===== src/rtl/cgg_pkg.sv =====
package cgg_pkg;
  localparam int unsigned CMP_W = 8;

  typedef enum logic [1:0] {
    A_CTRL = 2'd0,
    A_HI   = 2'd1,
    A_LO   = 2'd2,
    A_GATE = 2'd3
  } cgg_addr_e;

  localparam int unsigned CTRL_RUN_BIT  = 0;
  localparam int unsigned CTRL_MODE_BIT = 1;

  function automatic logic cmp_ok(input logic [CMP_W-1:0] v);
    return v != '0;
  endfunction

  function automatic logic phase_done(input logic [CMP_W-1:0] cnt,
                                      input logic [CMP_W-1:0] lim);
    return cnt >= lim;
  endfunction
endpackage


===== src/rtl/cgg_regs.sv =====
module cgg_regs
  import cgg_pkg::*;
#(
  parameter int unsigned XFER_TICKS = 3
) (
  input  logic             clk,
  input  logic             rst_n,
  input  logic             wr_en,
  input  logic [1:0]       wr_addr,
  input  logic [CMP_W-1:0] wr_data,
  input  logic             cnt_tick,
  output logic             run,
  output logic             mode_act,
  output logic [CMP_W-1:0] hi_cmp,
  output logic [CMP_W-1:0] lo_act,
  output logic             lo_valid,
  output logic             gate_buf,
  output logic             lo_wr,
  output logic             lo_xfer
);
  localparam int unsigned PC_W = $clog2(XFER_TICKS + 1);
  localparam logic [PC_W-1:0] PC_LAST = PC_W'(XFER_TICKS - 1);

  logic             run_q, mode_q, valid_q, pend_q, gate_q;
  logic [CMP_W-1:0] hi_q, lo_stage_q, lo_act_q;
  logic [PC_W-1:0]  pcnt_q;
  logic             ctrl_wr, hi_wr, stop_ev;

  assign ctrl_wr = wr_en && (wr_addr == A_CTRL);
  assign hi_wr   = wr_en && (wr_addr == A_HI) && cmp_ok(wr_data);
  assign lo_wr   = wr_en && (wr_addr == A_LO) && cmp_ok(wr_data);
  assign stop_ev = ctrl_wr && run_q && !wr_data[CTRL_RUN_BIT];
  assign lo_xfer = pend_q && cnt_tick && (pcnt_q == PC_LAST) && !lo_wr && !stop_ev;

  always_ff @(posedge clk or negedge rst_n) begin
    if (!rst_n) begin
      run_q  <= 1'b0;
      mode_q <= 1'b0;
      gate_q <= 1'b0;
      hi_q   <= CMP_W'(1);
    end else begin
      if (ctrl_wr) begin
        run_q <= wr_data[CTRL_RUN_BIT];
        if (!run_q) mode_q <= wr_data[CTRL_MODE_BIT];
      end
      if (hi_wr) hi_q <= wr_data;
      if (wr_en && wr_addr == A_GATE) gate_q <= wr_data[0];
    end
  end

  always_ff @(posedge clk or negedge rst_n) begin
    if (!rst_n) begin
      lo_stage_q <= CMP_W'(1);
      lo_act_q   <= CMP_W'(1);
      pend_q     <= 1'b0;
      pcnt_q     <= '0;
      valid_q    <= 1'b0;
    end else begin
      if (lo_wr) begin
        lo_stage_q <= wr_data;
        pend_q     <= 1'b1;
        pcnt_q     <= '0;
      end else if (stop_ev || lo_xfer) begin
        pend_q <= 1'b0;
        pcnt_q <= '0;
      end else if (pend_q && cnt_tick) begin
        pcnt_q <= pcnt_q + 1'b1;
      end
      if (lo_xfer) lo_act_q <= lo_stage_q;
      if (stop_ev)      valid_q <= 1'b0;
      else if (lo_xfer) valid_q <= 1'b1;
    end
  end

  assign run      = run_q;
  assign mode_act = mode_q;
  assign hi_cmp   = hi_q;
  assign lo_act   = lo_act_q;
  assign lo_valid = valid_q;
  assign gate_buf = gate_q;
endmodule


===== src/rtl/cgg_carrier.sv =====
module cgg_carrier
  import cgg_pkg::*;
(
  input  logic             clk,
  input  logic             rst_n,
  input  logic             en,
  input  logic             cnt_tick,
  input  logic [CMP_W-1:0] hi_cmp,
  input  logic [CMP_W-1:0] lo_cmp,
  output logic             carrier,
  output logic             wrap_irq
);
  logic [CMP_W-1:0] cnt_q;
  logic             phase_hi_q, irq_q, hi_end, lo_end;

  assign hi_end = phase_hi_q && phase_done(cnt_q, hi_cmp);
  assign lo_end = !phase_hi_q && phase_done(cnt_q, lo_cmp);

  always_ff @(posedge clk or negedge rst_n) begin
    if (!rst_n) begin
      cnt_q      <= '0;
      phase_hi_q <= 1'b1;
      irq_q      <= 1'b0;
    end else if (!en) begin
      cnt_q      <= '0;
      phase_hi_q <= 1'b1;
      irq_q      <= 1'b0;
    end else begin
      irq_q <= cnt_tick && lo_end;
      if (cnt_tick) begin
        if (hi_end || lo_end) begin
          cnt_q      <= '0;
          phase_hi_q <= !phase_hi_q;
        end else begin
          cnt_q <= cnt_q + 1'b1;
        end
      end
    end
  end

  assign carrier  = en && phase_hi_q;
  assign wrap_irq = en && irq_q;
endmodule


===== src/rtl/cgg_gate.sv =====
module cgg_gate (
  input  logic clk,
  input  logic rst_n,
  input  logic env_evt,
  input  logic gate_buf,
  output logic gate_act
);
  always_ff @(posedge clk or negedge rst_n) begin
    if (!rst_n)       gate_act <= 1'b0;
    else if (env_evt) gate_act <= gate_buf;
  end
endmodule


===== src/rtl/carrier_gate_gen.sv =====
module carrier_gate_gen
  import cgg_pkg::*;
#(
  parameter int unsigned XFER_TICKS = 3
) (
  input  logic             clk,
  input  logic             rst_n,
  input  logic             wr_en,
  input  logic [1:0]       wr_addr,
  input  logic [CMP_W-1:0] wr_data,
  input  logic             cnt_tick,
  input  logic             env_evt,
  output logic             pin_out,
  output logic             period_irq
);
  logic             run, mode_act, lo_valid, gate_buf, gate_act;
  logic             lo_wr, lo_xfer, carrier, car_en;
  logic [CMP_W-1:0] hi_cmp, lo_act;

  cgg_regs #(.XFER_TICKS(XFER_TICKS)) u_regs (
    .clk, .rst_n, .wr_en, .wr_addr, .wr_data, .cnt_tick,
    .run, .mode_act, .hi_cmp, .lo_act, .lo_valid, .gate_buf,
    .lo_wr, .lo_xfer
  );

  assign car_en = run && lo_valid;

  cgg_carrier u_car (
    .clk, .rst_n, .en(car_en), .cnt_tick,
    .hi_cmp, .lo_cmp(lo_act), .carrier, .wrap_irq(period_irq)
  );

  cgg_gate u_gate (.clk, .rst_n, .env_evt, .gate_buf, .gate_act);

  assign pin_out = mode_act ? (carrier && gate_act) : gate_act;
endmodule


===== config.mk =====
export PLATFORM = sky130hd
export DESIGN_NAME = carrier_gate_gen
export DESIGN_NICKNAME = d
export VERILOG_FILES = /design/src/rtl/cgg_pkg.sv /design/src/rtl/cgg_regs.sv /design/src/rtl/cgg_carrier.sv /design/src/rtl/cgg_gate.sv /design/src/rtl/carrier_gate_gen.sv
export SDC_FILE = /design/constraint.sdc
export NUM_CORES = 1
export LEC_CHECK = 0
export CORE_ASPECT_RATIO = 1.1
export CORE_UTILIZATION = 32
export CTS_CLUSTER_DIAMETER = 150
export DETAILED_ROUTE_END_ITERATION = 8
export HOLD_SLACK_MARGIN = 0.02
export SLEW_MARGIN = 20
export SYNTH_ARGS = -nofsm -noshare
export SYNTH_HDL_FRONTEND = slang
export SYNTH_SLANG_ARGS = --single-unit

===== constraint.sdc =====
create_clock -name clk -period 2.3 [get_ports clk]
set_input_delay 0.23 -clock clk [delete_from_list [all_inputs] [get_ports clk]]
set_output_delay 0.23 -clock clk [all_outputs]
set_load 0.01 [all_outputs]

Word level (Yosys, flattened, before mapping)
Cells that the tools add are included.
{ "word_totals": {"reg_bits": 42, "input_bits": 15, "word_cells": 71} }
{ "op_classes": {"add_sub_neg": 2, "n_lt_le_gt_ge": 2, "eq_ne": 6, "muxes": 15, "bitwise": 1, "n_reduce_logical": 32} }
{ "op_table": {"columns": ["operator", "count"], "rows": [
  ["two-way mux 8 bit", 3],
  ["logical AND 1 bit", 19],
  ["greater-or-equal comparator 8 bit", 2],
  ["two-way mux 1 bit", 9],
  ["adder 8 x 1 -> 8 bit (second input constant)", 1],
  ["nonzero test 8 bit", 1],
  ["== test 2 bit (second input constant)", 3],
  ["two-way mux 2 bit", 3],
  ["zero test 1 bit", 4],
  ["inequality test 2 bit (second input constant)", 2],
  ["AND reduction 2 bit", 2],
  ["nonzero test 2 bit", 2],
  ["nonzero test 3 bit", 1],
  ["adder 2 x 1 -> 2 bit (second input constant)", 1],
  ["== test 2 x 1 -> 1 bit (second input constant)", 1],
  ["zero test 2 bit", 1],
  ["logical OR 1 bit", 2],
  ["inverter 1 bit", 1]
]} }

Logic depth before layout (Yosys ltp)
Gate-level depths: netlist of run 1.
{ "logic_depth": {"ltp_word": 9, "mapped_depth": 7, "depth_no_buf": 7} }

By module
A second synthesis of run 1 with hierarchy kept.
{ "unflattened": {"cells_unflattened": 207, "area_unflattened_um2": 2309.7} }
{ "modules_own_cells": {"columns": ["mod", "instances", "cells_per_inst", "area_per_inst_um2", "seq_area_each_um2"], "rows": [
  ["cgg_regs", 1, 86, 1296.2, 779.5],
  ["cgg_carrier", 1, 116, 955.9, 251.5],
  ["cgg_gate", 1, 2, 40.0, 25.0],
  ["carrier_gate_gen", 1, 3, 17.5, 0.0]
]} }

Worst setup path before layout of run 1
Ideal clock, no wire load.
{ "synth_timing": {"path_kind": "reg2reg", "from": "register u_car.cnt_q[0]", "to": "register u_car.phase_hi_q", "setup_time_ns": 0.082, "t_arrival_ns": 1.959, "t_required_ns": 2.218, "slack_ns": 0.259, "path_stages_with_launch": 8, "n_path_buf": 0, "cell_sequence": "dfrtp_1 inv_1 ha_1 nand2b_1 a2111oi_1 or4_4 a31oi_4 mux2_4"} }
{ "synth_via": {"elab_chain_cells": 5, "elab_cells_between_ends": 7} }
{ "synth_rtl": {"columns": ["item", "line", "source"], "rows": [
  ["start: declaration", "cgg_carrier.sv:13", "logic [CMP_W-1:0] cnt_q;"],
  ["start signal: assignment", "cgg_carrier.sv:35", "cnt_q <= cnt_q + 1'b1;"],
  ["greater-or-equal comparator 8 bit", "cgg_pkg.sv:20", "return cnt >= lim;"],
  ["logical AND 1 bit, on equally long branches", "cgg_carrier.sv:16, cgg_carrier.sv:17", null],
  ["logical OR 1 bit (*)", "cgg_carrier.sv:31", "if (hi_end || lo_end) begin"],
  ["inequality test 2 bit (no line) (*)", null, null],
  ["AND reduction 2 bit (no line) (*)", null, null],
  ["end signal: assignment", "cgg_carrier.sv:33", "phase_hi_q <= !phase_hi_q;"],
  ["end: declaration", "cgg_carrier.sv:14", "logic phase_hi_q, irq_q, hi_end, lo_end;"]
]} }
Mark *: on every way between the ends. The rest lies on a longest branch, timed or not.
A chain may end at the register's enable or synchronous reset.

Final worst setup path of run 1
Ends and elaborated chain as after synthesis.

==> flow_summary.json, run 1 <==
{
  "run_status": "finished clean",
  "hpwl_mm": 3.28,
  "cts_setup_buffers": 0,
  "core_area_sq_um": 6630,
  "fin_ws_ns": 0.110,
  "clock_latency_ns": 0.30,
  "grt_max_degree": 43,
  "cpPeakStageDelay_ns": 0.56,
  "syn_to_final_growth_pct": 18.3,
  "yosysUniqueCellTypes": 37,
  "grt_pass1_wl_mm": 7.44,
  "path_clk_slew_ns": 0.08,
  "worst_path_max_delay_cell": "or4_4",
  "final_common_cell": "dfrtp_1",
  "drcViolationCount": 0,
  "cts_tree": "yes",
  "layout-drive-gt1-share": 0.209,
  "synth_area_sq_um": 2210,
  "synthesis.nets": 236,
  "cp-end-kind": "flip-flop",
  "grtUsageTotal": 0.141,
  "setup_tns_ns": 0,
  "fill_cells": 645,
  "regToRegStartpoint": "u_car.cnt_q[0]",
  "dpl_worst_slack_ns": 0.0604,
  "totalWireLength_mm": 4.42,
  "numPortBuffers": 16,
  "antenna_cells": 0,
  "via_per_inst": 4.87,
  "cts_buffer_depth": 2,
  "root_buffer": "clkbuf_8",
  "crit_chain": "inv_1, ha_1, nand2b_1, a2111oi_1, or4_4, a31oi_4, mux2_4",
  "syn-instance-count": 203,
  "finalSetupViolCount": 0,
  "path_class": "reg2reg",
  "period_minus_slack_ns": 2.19,
  "antenna_left": 0,
  "r2r_slack_ns": 0.11,
  "p_leak_nw": 1.13,
  "yosys_warnings": 0,
  "ctsHoldBuffers": 0,
  "cts-buffers-inserted": 5,
  "grt_pass1_vias": 1525,
  "crit_arrival_ns": 2.42,
  "drt_pass1_iterations": 4,
  "synth_seq_cells": 42,
  "die_area_sq_um": 7240,
  "reg2reg_depth": 7,
  "grt_overflow_total": 0,
  "pwr_density_cell_nw_per_um2": 814,
  "die_w_microns": 81.2,
  "slew_headroom": 0.382,
  "worstMarginPinSlew_ns": 0.926,
  "hold_viol": 0,
  "fin_crit_sh": 0.952,
  "final_nets": 262,
  "slew_violations": 0,
  "routabilityCongestion": 0.752,
  "final_cell_mix": "38 x dfrtp_1, 21 x nand2_1, 21 x mux2_2, 18 x ha_1, 17 x inv_1",
  "crit_path_max_fanout": 6,
  "num_vias": 1520,
  "final_core_util": 0.394,
  "io_pins": 17,
  "antenna_found_initial": 0,
  "initial_core_util": 0.333,
  "die_y_microns": 89.1,
  "wl_per_cell_microns": 14.2,
  "start_kind": "flip-flop",
  "drt_iter0_drc": 62,
  "clock-sinks": 42,
  "ctsResizeCount": 0,
  "rsz0062_at_grt": "false",
  "r2r-end": "u_car.phase_hi_q",
  "worst-path-buf-inv": 1,
  "rows": 31,
  "fmax_mhz": 457,
  "cap_violations": 0,
  "cp_top_family": "simple AND/OR/NAND/NOR gates",
  "irDropWorstVdd_v": 0.000344,
  "hp-class": "in2async",
  "htreeDepth": 2,
  "ys_seq_area_frac": 0.478,
  "avgSynthCellArea_sq_um": 10.9,
  "critical_path_required_ns": 2.53,
  "fin_skew_ns": 0.00759
}
kinds of logic after synthesis:
kind of cell    Yosys count  synth area share
flops                    42             0.478
buf+inv                  21            0.0363
xor+xnor                  5            0.0198
simple gates             64             0.154
mux                      22             0.114
fa+ha+maj                18             0.102
compound gates           31            0.0958
per-layer routing:
layer	vias up	GRT usage	wire [microns]
met5	-	0	0
met4	0	0.0584	74
met3	8	0.0306	98
met2	14	0.219	2070
met1	735	0.190	2180
li1	763	-	-
registers in the layout, summed over array words and instances, names as in the netlist:
register and cells:
u_regs.lo_stage_q 8, u_regs.lo_valid 1, u_regs.hi_cmp 8, u_regs.mode_act 1, u_gate.gate_act 1, u_regs.pcnt_q 2
u_regs.pend_q 1, u_regs.gate_buf 1, u_regs.lo_act 8, u_car.irq_q 1, u_car.phase_hi_q 1, u_car.cnt_q 8
u_regs.run 1
layout make-up:
cell class                      count  area, sq um  share of cell area
Inverter                           17         63.8              0.0244
Clock inverter                      2         37.5              0.0144
Timing Repair Buffer               23          208              0.0795
Sequential cell                    42         1060               0.404
Multi-Input combinational cell    140         1070               0.410
Clock buffer                        6         72.6              0.0278
Tap cell                           82          103              0.0393
per-stage QoR:
stage / instances / area, sq um / power [mW] / hold slack [ns]
2_1_floorplan: 203 / 2210 / 1.38 / -0.0656
3_3_place_gp: 304 / 2500 / 1.54 / 0.430
3_5_place_dp: 304 / 2500 / 1.56 / 0.426
4_1_cts: 312 / 2610 / 2.15 / 0.0992
5_1_grt: 312 / 2610 / 2.28 / 0.134
6_report: 312 / 2610 / 2.13 / 0.0528
worst max-delay path by stage:
stage,from,endpoint,cells past startpoint
2_1_floorplan,u_car.cnt_q[0],u_car.phase_hi_q,7
3_3_place_gp,u_car.cnt_q[0],u_car.phase_hi_q,7
3_5_place_dp,u_car.cnt_q[0],u_car.phase_hi_q,7
4_1_cts,u_car.cnt_q[0],u_car.phase_hi_q,7
5_1_grt,u_car.cnt_q[0],u_car.phase_hi_q,7
6_report,u_car.cnt_q[0],u_car.phase_hi_q,7
worst reg2reg max path, cell delays in order, from the launching register on:
cell and delay [ns]:
dfrtp_1 0.43, inv_1 0.10, ha_1 0.27, nand2b_1 0.12
a2111oi_1 0.08, or4_4 0.56, a31oi_4 0.25, mux2_4 0.32
cell usage after synthesis:
| cell type | n | share of area |
|---|---|---|
| a2111oi_0 | 1 | 0.0040 |
| a2111oi_1 | 1 | 0.0045 |
| a211oi_1 | 2 | 0.0068 |
| a21boi_0 | 1 | 0.0034 |
| a21oi_1 | 9 | 0.020 |
| a31o_2 | 1 | 0.0040 |
| a31oi_4 | 1 | 0.0096 |
| and3_1 | 1 | 0.0028 |
| buf_2 | 1 | 0.0023 |
| clkbuf_1 | 3 | 0.0051 |
| dfrtp_1 | 38 | 0.43 |
| dfstp_2 | 4 | 0.048 |
| ha_1 | 18 | 0.10 |
| inv_1 | 17 | 0.029 |
| mux2_2 | 21 | 0.11 |
| mux2_4 | 1 | 0.0068 |
| nand2_1 | 21 | 0.036 |
| nand2b_1 | 3 | 0.0085 |
| nand2b_4 | 1 | 0.0062 |
| nand3_1 | 4 | 0.0091 |
| nand3b_1 | 3 | 0.010 |
| nand4_1 | 3 | 0.0085 |
| nand4b_1 | 1 | 0.0040 |
| nor2_1 | 9 | 0.015 |
| nor2_4 | 1 | 0.0051 |
| nor2b_1 | 3 | 0.0085 |
| nor3_1 | 8 | 0.018 |
| nor3b_1 | 1 | 0.0034 |
| nor4_1 | 2 | 0.0057 |
| o2111ai_1 | 3 | 0.012 |
| o21a_1 | 3 | 0.010 |
| o21ai_0 | 8 | 0.018 |
| o22ai_1 | 1 | 0.0028 |
| or2_2 | 1 | 0.0028 |
| or4_4 | 2 | 0.010 |
| xnor2_1 | 3 | 0.012 |
| xor2_1 | 2 | 0.0079 |
where the power goes:
part	internal, mW	switching [mW]
logic	0.267	0.254
clock network	0.324	0.259
registers	0.918	0.103
(Power assumes the default switching activity.)
==> run 2: changes to the inputs <==
--- a/config.mk
+++ b/config.mk
@@ -7,8 +7,8 @@
 export LEC_CHECK = 0
 export CORE_ASPECT_RATIO = 1.1
 export CORE_UTILIZATION = 32
-export CTS_CLUSTER_DIAMETER = 150
 export DETAILED_ROUTE_END_ITERATION = 8
+export DONT_BUFFER_PORTS = 1
 export HOLD_SLACK_MARGIN = 0.02
 export SLEW_MARGIN = 20
 export SYNTH_ARGS = -nofsm -noshare
==> run 2 against run 1 <==
  * Final area down 5.9%
  * Clock skew down 0.0031 ns
  * Core utilization down 2.3 points
  * Sequential power about the same
  * First-iteration DRC count up 71%
  * Fmax up 1.8%
  * Clock-buffer cell count unchanged
  * Critical endpoint unchanged
  * Combinational power down 8.1%
==> flow_summary.json, run 2 (same netlist as run 1, synthesis figures left out) <==
{
  "worstMarginPinSlew_ns": 0.439,
  "multi_input_area_sq_um": 1070,
  "drcViolationCount": 0,
  "fin_ws_ns": 0.149,
  "cts_tree": "yes",
  "path_class": "reg2reg",
  "routabilityCongestion": 0.761,
  "numPortBuffers": 0,
  "die_area_sq_um": 7240,
  "cp-end-kind": "flip-flop",
  "period_minus_slack_ns": 2.15,
  "hold_viol": 0,
  "htreeDepth": 2,
  "initial_core_util": 0.333,
  "start_kind": "flip-flop",
  "grt_pass1_vias": 1410,
  "regToRegStartpoint": "u_car.cnt_q[0]",
  "antenna_left": 0,
  "path_clk_slew_ns": 0.08,
  "fill_cells": 640,
  "hp-class": "in2reg",
  "cts-buffers-inserted": 5,
  "final_common_cell": "dfrtp_1",
  "drt_pass1_iterations": 4,
  "clock_latency_ns": 0.29,
  "grt_overflow_total": 0,
  "rsz0062_at_grt": "false",
  "pwr_density_cell_nw_per_um2": 842,
  "crit_arrival_ns": 2.38,
  "slew_violations": 0,
  "grt_pass1_wl_mm": 7.00,
  "syn_to_final_growth_pct": 11.3,
  "finalSetupViolCount": 0,
  "worst_path_max_delay_cell": "or4_4",
  "cap_violations": 0,
  "die_y_microns": 89.1,
  "rows": 31,
  "cts_buffer_depth": 2,
  "root_buffer": "clkbuf_8",
  "critPathLaunch": "u_car.cnt_q[0]",
  "clock-sinks": 42,
  "num_vias": 1453,
  "wl_per_cell_microns": 14.2,
  "irDropWorstVdd_v": 0.000349,
  "final_core_util": 0.371,
  "antenna_found_initial": 0,
  "critical_path_required_ns": 2.53,
  "cp_top_family": "simple AND/OR/NAND/NOR gates",
  "antenna_cells": 0,
  "slew_headroom": 0.707,
  "totalPowerFinal_mw": 2.07,
  "crit_chain": "inv_1, ha_1, nand2b_1, a2111oi_1, or4_4, a31oi_4, mux2_4",
  "crit_path_max_fanout": 6,
  "dpl_worst_slack_ns": 0.151,
  "drt_iter0_drc": 106,
  "setup_tns_ns": 0,
  "cpPeakStageDelay_ns": 0.55,
  "fmax_mhz": 465,
  "core_area_sq_um": 6630,
  "totalWireLength_mm": 4.18,
  "io_pins": 17,
  "p_leak_nw": 1.06,
  "grt_max_degree": 43,
  "area.sequential_sq_um": 1060,
  "hpwl_mm": 3.15,
  "worstHoldStart": "wr_data[3]",
  "fin_skew_ns": 0.00450,
  "final_nets": 244,
  "fin_crit_sh": 0.935,
  "die_w_microns": 81.2,
  "final_cell_mix": "38 x dfrtp_1, 21 x nand2_1, 21 x mux2_2, 18 x ha_1, 17 x inv_1",
  "via_per_inst": 4.94,
  "grtUsageTotal": 0.130,
  "run_status": "finished clean",
  "layout-drive-gt1-share": 0.208,
  "worst-path-buf-inv": 1
}
[run 2: changes by cell type in the layout (fill, tap and decap cells not counted), sizes merged]
cell           change
buf                -4
clkdlybuf4s50     -15
dlygate4sd3        +1
[run 2: metal layers]
layer / wire length (microns) / track usage / part of all wire
met5: 0 / 0 / 0
met4: 82 / 0.0568 / 0.020
met3: 99 / 0.0276 / 0.024
met2: 2100 / 0.209 / 0.50
met1: 1910 / 0.169 / 0.46
[run 2: path summary, 6_finish.rpt]
path | endpoint | slack, ns | depth (start not counted)
min in group asynchronous | u_regs.hi_cmp[7] | 0.39 | 2
setup / recovery | u_car.phase_hi_q | 0.15 | 7
hold / removal | u_regs.hi_cmp[3] | 0.05 | 2
setup reg to reg | u_car.phase_hi_q | 0.15 | 7
max in group asynchronous | u_regs.lo_stage_q[0] | 1.64 | 2
hold reg to reg | u_gate.gate_act | 0.50 | 1
[run 2: worst reg2reg max path: cells and delay by family (launching register included)]
kind / cells / cell delay [ns]
AOI/OAI and AO/OA: 2 / 0.36
adders and majority gates: 1 / 0.26
buffers and inverters: 1 / 0.08
DFF: 1 / 0.41
muxes: 1 / 0.33
and+or+nand+nor: 2 / 0.64
[run 2: cell type report]
type                       instances  area share
clock buffer                       6      0.0295
timing repair buffer               5      0.0214
clock inverter                     2      0.0153
sequential                        42       0.430
multi-input combinational        140       0.437
tap                               82      0.0417
inverter                          17      0.0260
[run 2: repair_timing]
item | CTS | global route
hold endpoints to repair | 42 | 0
setup endpoints to repair | 0 | 1
setup buffers | 0 | 0
hold buffers | 2 | 0
gates resized for setup | 0 | 1
[run 2: per-stage QoR]
step	hold slack [ns]	instance area, sq um	instances
after global routing	0.0424	2460	294
after floorplan	-0.0656	2210	203
after detailed placement	-0.0649	2320	284
final	0.0506	2460	294
after global placement	-0.0648	2320	284
after CTS	0.0446	2460	294
[run 2: report_power, final]
group | total (mW) | internal (mW) | switching (mW)
Clock | 0.577 | 0.324 | 0.253
Sequential | 1.01 | 0.918 | 0.0955
Combinational | 0.479 | 0.243 | 0.236
